File: src/rtl/txring_pkg.sv
package txring_pkg;
  localparam logic [7:0]  CTL_FLAGS = 8'hE1;
  localparam logic [31:0] SKIP_WORD = 32'h7FFF_FFFF;
  localparam logic [31:0] ERR_MASK  = 32'h0000_4302;
  localparam int          OWN_BIT   = 31;
  localparam int          URUN_BIT  = 1;

  function automatic logic is_underrun(input logic [31:0] st);
    return (st != SKIP_WORD) && ((st & ERR_MASK) != 32'd0) && st[URUN_BIT];
  endfunction
endpackage

File: src/rtl/txring_admit.sv
module txring_admit #(
  parameter int LEN_W   = 14,
  parameter int CNT_W   = 5,
  parameter int CAP     = 14,
  parameter int MAX_LEN = 1514
) (
  input  logic             sub_valid,
  input  logic [LEN_W-1:0] sub_len,
  input  logic [CNT_W-1:0] inflight,
  output logic             accept,
  output logic             refuse
);
  logic too_long, full;

  always_comb begin
    too_long = sub_len > LEN_W'(MAX_LEN);
    full     = inflight >= CNT_W'(CAP);
    accept   = sub_valid && !too_long && !full;
    refuse   = sub_valid && (too_long || full);
  end
endmodule

File: src/rtl/txring_slots.sv
module txring_slots
  import txring_pkg::*;
#(
  parameter int SLOTS = 16,
  parameter int LEN_W = 14,
  localparam int IDX_W = $clog2(SLOTS)
) (
  input  logic             clk,
  input  logic             rst_n,
  input  logic             set_en,
  input  logic [IDX_W-1:0] set_idx,
  input  logic [LEN_W-1:0] set_len,
  input  logic             wb_en,
  input  logic [IDX_W-1:0] wb_idx,
  input  logic [31:0]      wb_word,
  input  logic [IDX_W-1:0] rd_idx,
  output logic [31:0]      rd_ctl,
  output logic             rd_own,
  input  logic [IDX_W-1:0] rm_idx,
  output logic [31:0]      rm_status
);
  logic [31:0] ctl_w [SLOTS];
  logic [31:0] st_w  [SLOTS];

  for (genvar g = 0; g < SLOTS; g++) begin : g_slot
    logic [31:0] ctl_q, st_q;
    always_ff @(posedge clk) begin
      if (!rst_n) begin
        ctl_q <= '0;
        st_q  <= '0;
      end else if (set_en && set_idx == IDX_W'(g)) begin
        ctl_q <= {CTL_FLAGS, {(24-LEN_W){1'b0}}, set_len};
        st_q  <= 32'h8000_0000;
      end else if (wb_en && wb_idx == IDX_W'(g)) begin
        st_q  <= wb_word;
      end
    end
    assign ctl_w[g] = ctl_q;
    assign st_w[g]  = st_q;
  end

  assign rd_ctl    = ctl_w[rd_idx];
  assign rd_own    = st_w[rd_idx][OWN_BIT];
  assign rm_status = st_w[rm_idx];
endmodule

File: src/rtl/txring_reclaim.sv
module txring_reclaim
  import txring_pkg::*;
(
  input  logic        clk,
  input  logic        rst_n,
  input  logic        pending,
  input  logic [31:0] rm_status,
  output logic        step,
  output logic        sf_mode
);
  assign step = pending && !rm_status[OWN_BIT];

  always_ff @(posedge clk) begin
    if (!rst_n)
      sf_mode <= 1'b0;
    else if (step && is_underrun(rm_status) && !sf_mode)
      sf_mode <= 1'b1;
  end


  sf_sticky_chk: assert property (@(posedge clk) disable iff (!rst_n)
    sf_mode |=> sf_mode);
endmodule

File: src/rtl/txring_tracker.sv
module txring_tracker #(
  parameter int SLOTS   = 16,
  parameter int CAP     = 14,
  parameter int MAX_LEN = 1514,
  parameter int LEN_W   = 14,
  localparam int IDX_W  = $clog2(SLOTS),
  localparam int CNT_W  = $clog2(SLOTS + 1)
) (
  input  logic             clk,
  input  logic             rst_n,
  input  logic             sub_valid,
  output logic             sub_ready,
  input  logic [LEN_W-1:0] sub_len,
  output logic             sub_ok,
  output logic             sub_err,
  output logic [IDX_W-1:0] sub_slot,
  output logic             poll_strobe,
  input  logic             wb_valid,
  input  logic [IDX_W-1:0] wb_idx,
  input  logic [31:0]      wb_word,
  input  logic [IDX_W-1:0] eng_idx,
  output logic [31:0]      eng_ctl,
  output logic             eng_own,
  output logic [IDX_W-1:0] ins_idx,
  output logic [IDX_W-1:0] rm_idx,
  output logic [CNT_W-1:0] inflight,
  output logic             sf_mode
);
  logic [IDX_W-1:0] ins_q, rm_q;
  logic [CNT_W-1:0] cnt_q;
  logic             accept, refuse, step;
  logic [31:0]      rm_status;

  assign sub_ready = 1'b1;

  txring_admit #(.LEN_W(LEN_W), .CNT_W(CNT_W), .CAP(CAP), .MAX_LEN(MAX_LEN)) u_admit (
    .sub_valid(sub_valid), .sub_len(sub_len), .inflight(cnt_q),
    .accept(accept), .refuse(refuse));

  txring_slots #(.SLOTS(SLOTS), .LEN_W(LEN_W)) u_slots (
    .clk(clk), .rst_n(rst_n),
    .set_en(accept), .set_idx(ins_q), .set_len(sub_len),
    .wb_en(wb_valid), .wb_idx(wb_idx), .wb_word(wb_word),
    .rd_idx(eng_idx), .rd_ctl(eng_ctl), .rd_own(eng_own),
    .rm_idx(rm_q), .rm_status(rm_status));

  txring_reclaim u_reclaim (
    .clk(clk), .rst_n(rst_n), .pending(cnt_q != '0),
    .rm_status(rm_status), .step(step), .sf_mode(sf_mode));

  always_ff @(posedge clk) begin
    if (!rst_n) begin
      ins_q       <= '0;
      rm_q        <= '0;
      cnt_q       <= '0;
      sub_ok      <= 1'b0;
      sub_err     <= 1'b0;
      poll_strobe <= 1'b0;
      sub_slot    <= '0;
    end else begin
      sub_ok      <= accept;
      sub_err     <= refuse;
      poll_strobe <= accept;
      if (accept) begin
        sub_slot <= ins_q;
        ins_q    <= ins_q + 1'b1;
      end
      if (step) rm_q <= rm_q + 1'b1;
      cnt_q <= cnt_q + CNT_W'(accept) - CNT_W'(step);
    end
  end

  assign ins_idx  = ins_q;
  assign rm_idx   = rm_q;
  assign inflight = cnt_q;


  ptr_gap_chk: assert property (@(posedge clk) disable iff (!rst_n)
    IDX_W'(ins_q - rm_q) == cnt_q[IDX_W-1:0]);

  cap_chk: assert property (@(posedge clk) disable iff (!rst_n)
    cnt_q <= CNT_W'(CAP));

  reject_hold_chk: assert property (@(posedge clk) disable iff (!rst_n)
    (sub_valid && !accept) |=> ins_q == $past(ins_q));

  ok_err_excl_chk: assert property (@(posedge clk) disable iff (!rst_n)
    $onehot0({sub_ok, sub_err}));
endmodule

File: config.mk
export PLATFORM = sky130hd
export DESIGN_NAME = txring_tracker
export DESIGN_NICKNAME = d
export VERILOG_FILES = /design/src/rtl/txring_pkg.sv /design/src/rtl/txring_admit.sv /design/src/rtl/txring_slots.sv /design/src/rtl/txring_reclaim.sv /design/src/rtl/txring_tracker.sv
export SDC_FILE = /design/constraint.sdc
export NUM_CORES = 2
export LEC_CHECK = 0
export BUFFER_PORTS_ARGS = -buffer_cell sky130_fd_sc_hd__buf_2
export CORE_MARGIN = 4
export CORE_UTILIZATION = 38
export DETAILED_ROUTE_END_ITERATION = 10
export PLACE_DENSITY = 0.64
export SYNTH_ARGS = -nofsm -noshare
export SYNTH_HDL_FRONTEND = slang
export SYNTH_SLANG_ARGS = --single-unit
File: constraint.sdc
create_clock -name clk -period 6 [get_ports clk]
set_input_delay 0.3 -clock clk [delete_from_list [all_inputs] [get_ports clk]]
set_output_delay 0.3 -clock clk [all_outputs]
set_load 0.02 [all_outputs]
# Word-level counts from Yosys, hierarchy flattened
# Cells that the tools add are included.
dict set report classes {
  addsub 4
  n_mul 0
  div_mod_pow 0
  magnitude_cmp 4
  n_eq_ne 31
  shifts 0
  n_mux 41
  n_bitwise 3
  n_reduce_logical 81
}
# operator count
set op_table {}
lappend op_table {{$mux 32} 38}
lappend op_table {{$bmux 32 s4} 3}
lappend op_table {{$eq 4x4->1 const B} 16}
lappend op_table {{$logic_and 1x1->1} 40}
lappend op_table {{$eq 4x3->1 const B} 8}
lappend op_table {{$ne 32x31->1 const B} 1}
lappend op_table {{$reduce_bool 2->1} 16}
lappend op_table {{$reduce_bool 32->1} 1}
lappend op_table {{$reduce_or 2->1} 16}
lappend op_table {{$eq 4x2->1 const B} 4}
lappend op_table {{$gt 14x11->1 const B} 1}
lappend op_table {{$ge 5x5->1 const B} 2}
lappend op_table {{$not 4->5} 2}
lappend op_table {{$add 4x1->4 const B} 2}
lappend op_table {{$eq 4x1->1 const B} 2}
lappend op_table {{$logic_not 4->1} 2}
lappend op_table {{$add 5x1->5} 1}
lappend op_table {{$ge 5x4->1 const B} 1}
lappend op_table {{$reduce_bool 5->1} 1}
lappend op_table {{$sub 5x1->5} 1}
lappend op_table {{$logic_not 1->1} 4}
lappend op_table {{$logic_or 1x1->1} 1}
lappend op_table {{$not 1->1} 1}
dict set report totals {
  reg_bits 772
  latchBits 0
  ramBits 0
  mem_bits_ro 0
  inputBits 58
  out_inout_bits 55
  mem_count 0
}

# Logic depth before layout (Yosys ltp)
dict set report logic_depth {
  ltp_word 9
  depth_mapped 20
}

# Hierarchy
# From an unflattened synthesis, not the netlist that was laid out.
dict set report hier_totals {
  cells_unflattened 4096
  hier_area_um2 35320.1
}
# mod n_inst cells_per_inst area_per_inst_um2 seq_area_each_um2
set modules_own_cells {}
lappend modules_own_cells {txring_slots 1 3980 34240.3 15054.4}
lappend modules_own_cells {txring_tracker 1 86 854.6 380.4}
lappend modules_own_cells {txring_reclaim 1 15 127.6 20.0}
lappend modules_own_cells {txring_admit 1 15 97.6 0.0}

# Worst setup path before layout
# No wires, ideal clock.
dict set report synth_path {
  kind {reg-to-reg}
  start {reg rm_q[0] (netlist: rm_idx[0])}
  end {reg cnt_q[4] (netlist: inflight[4])}
  arrival_time_ns 3.405
  t_required_ns 5.872
  path_slack_ns 2.467
  stages_incl_launch_ff 17
  path_buffers 1
  cell_sequence {dfxtp_1 -> buf_6 -> mux4_2 -> o21a_4 -> o21a_4 -> a2111oi_4 -> ha_1 -> inv_1 -> ha_1 -> inv_1 -> fa_1 -> inv_1 -> a21oi_1 -> nor2_1 -> nor2_1 -> xor2_1 -> nor2_1}
}
dict set report synth_via {
  elab_chain_len 7
}
# element line_no
set synth_rtl {}
lappend synth_rtl {{from (decl)} txring_tracker.sv:29} ;# logic [IDX_W-1:0] ins_q, rm_q;
lappend synth_rtl {{from (signal assigned)} txring_tracker.sv:68} ;# if (step) rm_q <= rm_q + 1'b1;
lappend synth_rtl {{$not 4->5 (implied by the code)} txring_slots.sv:44} ;# assign rm_status = st_w[rm_idx];
lappend synth_rtl {{$bmux 32 s4} txring_slots.sv:44}
lappend synth_rtl {{$mux 32 (implied by the code) (2 in a row)} txring_slots.sv:44}
lappend synth_rtl {{$logic_not 1->1} txring_reclaim.sv:11} ;# assign step = pending && !rm_status[OWN_BIT];
lappend synth_rtl {{$logic_and 1x1->1} txring_reclaim.sv:11}
lappend synth_rtl {{named net step} txring_tracker.sv:31} ;# logic accept, refuse, step;
lappend synth_rtl {{$sub 5x1->5} txring_tracker.sv:69} ;# cnt_q <= cnt_q + CNT_W'(accept) - CNT_W'(step);
lappend synth_rtl {{to (signal assigned)} txring_tracker.sv:69}
lappend synth_rtl {{to (decl)} txring_tracker.sv:30} ;# logic [CNT_W-1:0] cnt_q;
# The timed path passes the listed nets, and every way through them passes these cells. The select of a mux whose other input is x is not followed.
# A chain may end at the register's enable or synchronous reset.

# Worst setup path after layout
# Same ends and word-level chain as after synthesis.

==> out/qor.txt <==
======================================================================================
Status                                                                       completed
Total Neg Setup Slack                                                             0 ns
CTS clk-pin slew, worst paths                                                  0.06 ns
Boundary pin count                                                                 113
Slew at the pin closest to its max-slew limit                                  1.27 ns
Endpoint required time on the critical path                                    6.50 ns
Crit start category                                                           register
Period minus WS final                                                          4.22 ns
Post-DRT Antenna Nets                                                                0
Reg2Reg Launch Point                                                         rm_idx[0]
Number of buffer and inverter stages on the critical path                            3
Commonest register cell after synthesis                                   sky130_fd_sc_hd__dfxtp_1
Min-Delay Startpoint                                                        wb_word[1]
Switching share of power                                                         25.9%
Detailed-route DRC error count                                                       0
Synth area leaders                                                        sky130_fd_sc_hd__dfxtp_1 (51%), sky130_fd_sc_hd__nand2_1 (14%), sky130_fd_sc_hd__a21oi_1 (8.4%)
Synth Instances                                                                  3,635
Pin count of the biggest net entering global routing                                88
Clock Sink Count                                                                   772
# port buffers                                                                      97
Placed wire-length estimate after detailed placement                      54,200 microns
Cells along the critical path                                             mux4_2 > o21a_4 > o21a_4 > a2111oi_4 > ha_1 > inv_1 > ha_1 > inv_1 > fa_1 > inv_1 > a21oi_1 > nor2_1 > nor2_1 > xor2_1 > nor2_1
Layout overhead on the synthesized area                                          11.6%
Synth warnings                                                                       0
Total overflow reported by the global router                                         0
Wire length after detailed routing                                        92,900 microns
Flop pwr share                                                                   47.1%
Largest incremental delay on the critical path                                 0.82 ns
CP max FO                                                                           13
Minimum hold slack                                                            0.119 ns
Count of final setup violators                                                       0
Final clock period utilization by the worst path                                 70.3%
Inserted Clock Buffers                                                              79
Synth area leader                                                         sky130_fd_sc_hd__dfxtp_1
Start point of the critical path                                             rm_idx[0]
Height of the chip                                                         291 microns
Starting density of the core                                                     38.4%
Overall fraction of global-route tracks in use                                   21.0%
Chip width                                                                 291 microns
Combinational power share                                                         8.8%
Layout Nets                                                                      3,604
Core region area                                                          79,100 sq um
Average detailed-routed wire length per instance                          20.0 microns
Global placement routability congestion                                          0.885
Vias in the first global route                                                  23,000
Slew margin rel.                                                                 15.2%
Post-cts resize count                                                                0
Category of the worst setup path capture point                                register
Worst Hold Class                                                          primary input to register
First-pass GRT wire length                                                140,000 microns
Fraction of final layout cells with drive strength greater than 1                11.0%
Cell area after synthesis                                                 30,300 sq um
Internal Dissipation                                                           8.36 mW
Clock Root Buffer                                                         sky130_fd_sc_hd__clkbuf_16
Buffer levels on the longest clock path                                              3
Number of different library cells in the post-synthesis netlist                     58
Most common cell in the synthesized netlist                               sky130_fd_sc_hd__nand2_1
Critical path class                                                       register to register
Pwr/cell area                                                              333 nW/um^2
Starting DRC count in detailed routing                                           2,479
Routed via count                                                                25,400
Largest vdd supply drop                                                         211 uV
Syn_area_per_cell                                                           8.35 sq um
Max-Cap Viols                                                                        0
Fraction of synthesis flops using an asynchronous set or reset pin                  0%
Count of flip-flops with a built-in enable after synthesis                           0
Library cell contributing the largest single delay on the critical path   sky130_fd_sc_hd__dfxtp_1
1st-pass router iterations                                                           8
Fin. max-slew vios                                                                   0
Final hold violation count                                                           0
Top cell type's share of synthesized area                                        50.9%
Core Rows                                                                          103
Critical Path AT                                                               4.72 ns
Leakage                                                                        11.4 nW
Setup clock skew after layout                                                0.0330 ns
Synthesis-stage register bit count                                                 772
Number of antenna violations at the first check in global routing                    8
Switching power                                                                2.92 mW
Clock share of power                                                             44.1%
Clock tree from TritonCTS                                                          yes
Commonest cells in the synthesized netlist                                sky130_fd_sc_hd__nand2_1 (1,095), sky130_fd_sc_hd__dfxtp_1 (772), sky130_fd_sc_hd__a21oi_1 (507)
Top cell family by delay on the critical path                             compound AO/OA/AOI/OAI gates
Filler Cells Inserted                                                            7,822
Die outline area                                                          84,500 sq um
Source-to-sink clock delay at the later pin of the worst-skew pair             0.63 ns
Highest clock frequency the design can meet                                  0.237 GHz
RSZ-0062 raised after global routing                                             false
Per-cell via count in the routed design                                           5.47
Number of H-tree levels                                                              3
Sequential cell area fraction in the yosys report                                50.9%
======================================================================================
[worst paths after layout]
| kind | to | slack [ns] | cells after the start |
|---|---|---|---|
| worst min-delay path | u_slots.g_slot[12].st_q[1] | 0.12 | 3 |
| worst max register to register | inflight[4] | 1.78 | 15 |
| worst max-delay path | inflight[4] | 1.78 | 15 |
| worst min register to register | u_slots.g_slot[13].st_q[6] | 0.45 | 2 |
[per-stage QoR]
stage               total power, mW  area [sq um]  utilization (%)  instances  worst slack, ns
floorplan                      6.04         30400                -       3648             2.47
global placement               6.40         31200             39.4       4499             1.90
detailed placement             6.40         31200             39.4       4499             1.87
CTS                            11.3         33900             42.8       4642             1.84
global route                   11.6         33900             42.8       4643             1.65
finish                         11.3         33900             42.8       4647             1.78
[cells by family (layout without fill, tap and decap cells)]
family	Yosys count	count (layout)	synth area share, %
compound gates	777	777	13.5
xor+xnor	9	9	0.260
fa+ha+maj	15	15	0.643
buf+inv	380	324	5.19
flops	772	772	50.9
mux	99	99	7.05
other cells	2	20	0.0247
simple gates	1581	1581	22.4
[registers in the layout (all words and copies together) (netlist names)]
name                  count
u_slots.g_slot.st_q     512
u_slots.g_slot.ctl_q    240
inflight                  5
ins_idx                   4
rm_idx                    4
sub_slot                  4
poll_strobe               1
sub_err                   1
u_reclaim.sf_mode         1
[repair_timing]
| item | CTS | global route |
|---|---|---|
| hold endpoints to repair | 2 | 0 |
| buffers inserted | 0 | 0 |
| hold buffers | 1 | 0 |
[worst min-delay path: cells and delay by family]
| kind | cells | cell delay [ns] |
|---|---|---|
| buf+inv | 1 | 0.23 |
| compound gates | 1 | 0.06 |
| simple gates | 1 | 0.10 |
[layer usage]
| layer | routed length, microns | share of wire [%] | global-route usage (%) |
|---|---|---|---|
| met4 | 2680 | 2.9 | 6.29 |
| met5 | 0 | 0 | 0 |
| met1 | 40400 | 43 | 29.7 |
| met2 | 41900 | 45 | 32.5 |
| met3 | 7910 | 8.5 | 4.20 |
[layout make-up]
type | count | area, sq um | area share (%)
repair buffers | 149 | 890 | 2.63
clock inverters | 26 | 279 | 0.824
well taps | 1050 | 1310 | 3.88
diodes | 5 | 12.5 | 0.0369
flip-flops and latches | 772 | 15500 | 45.7
clock buffers | 116 | 2360 | 6.96
inverters | 33 | 124 | 0.366
multi-input cells | 2496 | 13400 | 39.7
[power groups by stage]
stage | Combinational (mW) | Sequential (mW) | Clock (mW)
floorplan | 0.657 | 5.38 | 0
global placement | 0.983 | 5.42 | 0
detailed placement | 0.979 | 5.42 | 0
CTS | 0.984 | 5.31 | 5.04
global route | 1.06 | 5.32 | 5.25
finish | 0.997 | 5.31 | 4.97
[cells in the final DEF, fill, tap and decap left out, types with 19 or more instances in the layout]
cell type	instances
sky130_fd_sc_hd__nand2_1	1095
sky130_fd_sc_hd__dfxtp_1	771
sky130_fd_sc_hd__a21oi_1	507
sky130_fd_sc_hd__nand3_1	208
sky130_fd_sc_hd__o21ai_0	195
sky130_fd_sc_hd__buf_2	95
sky130_fd_sc_hd__nand4_1	94
sky130_fd_sc_hd__mux4_2	84
sky130_fd_sc_hd__clkbuf_16	79
sky130_fd_sc_hd__and3_1	52
sky130_fd_sc_hd__buf_4	52
sky130_fd_sc_hd__nor2_1	50
sky130_fd_sc_hd__inv_1	32
sky130_fd_sc_hd__clkbuf_8	25
sky130_fd_sc_hd__a31oi_1	19
No activity file was read; power rests on OpenSTA's default activity.
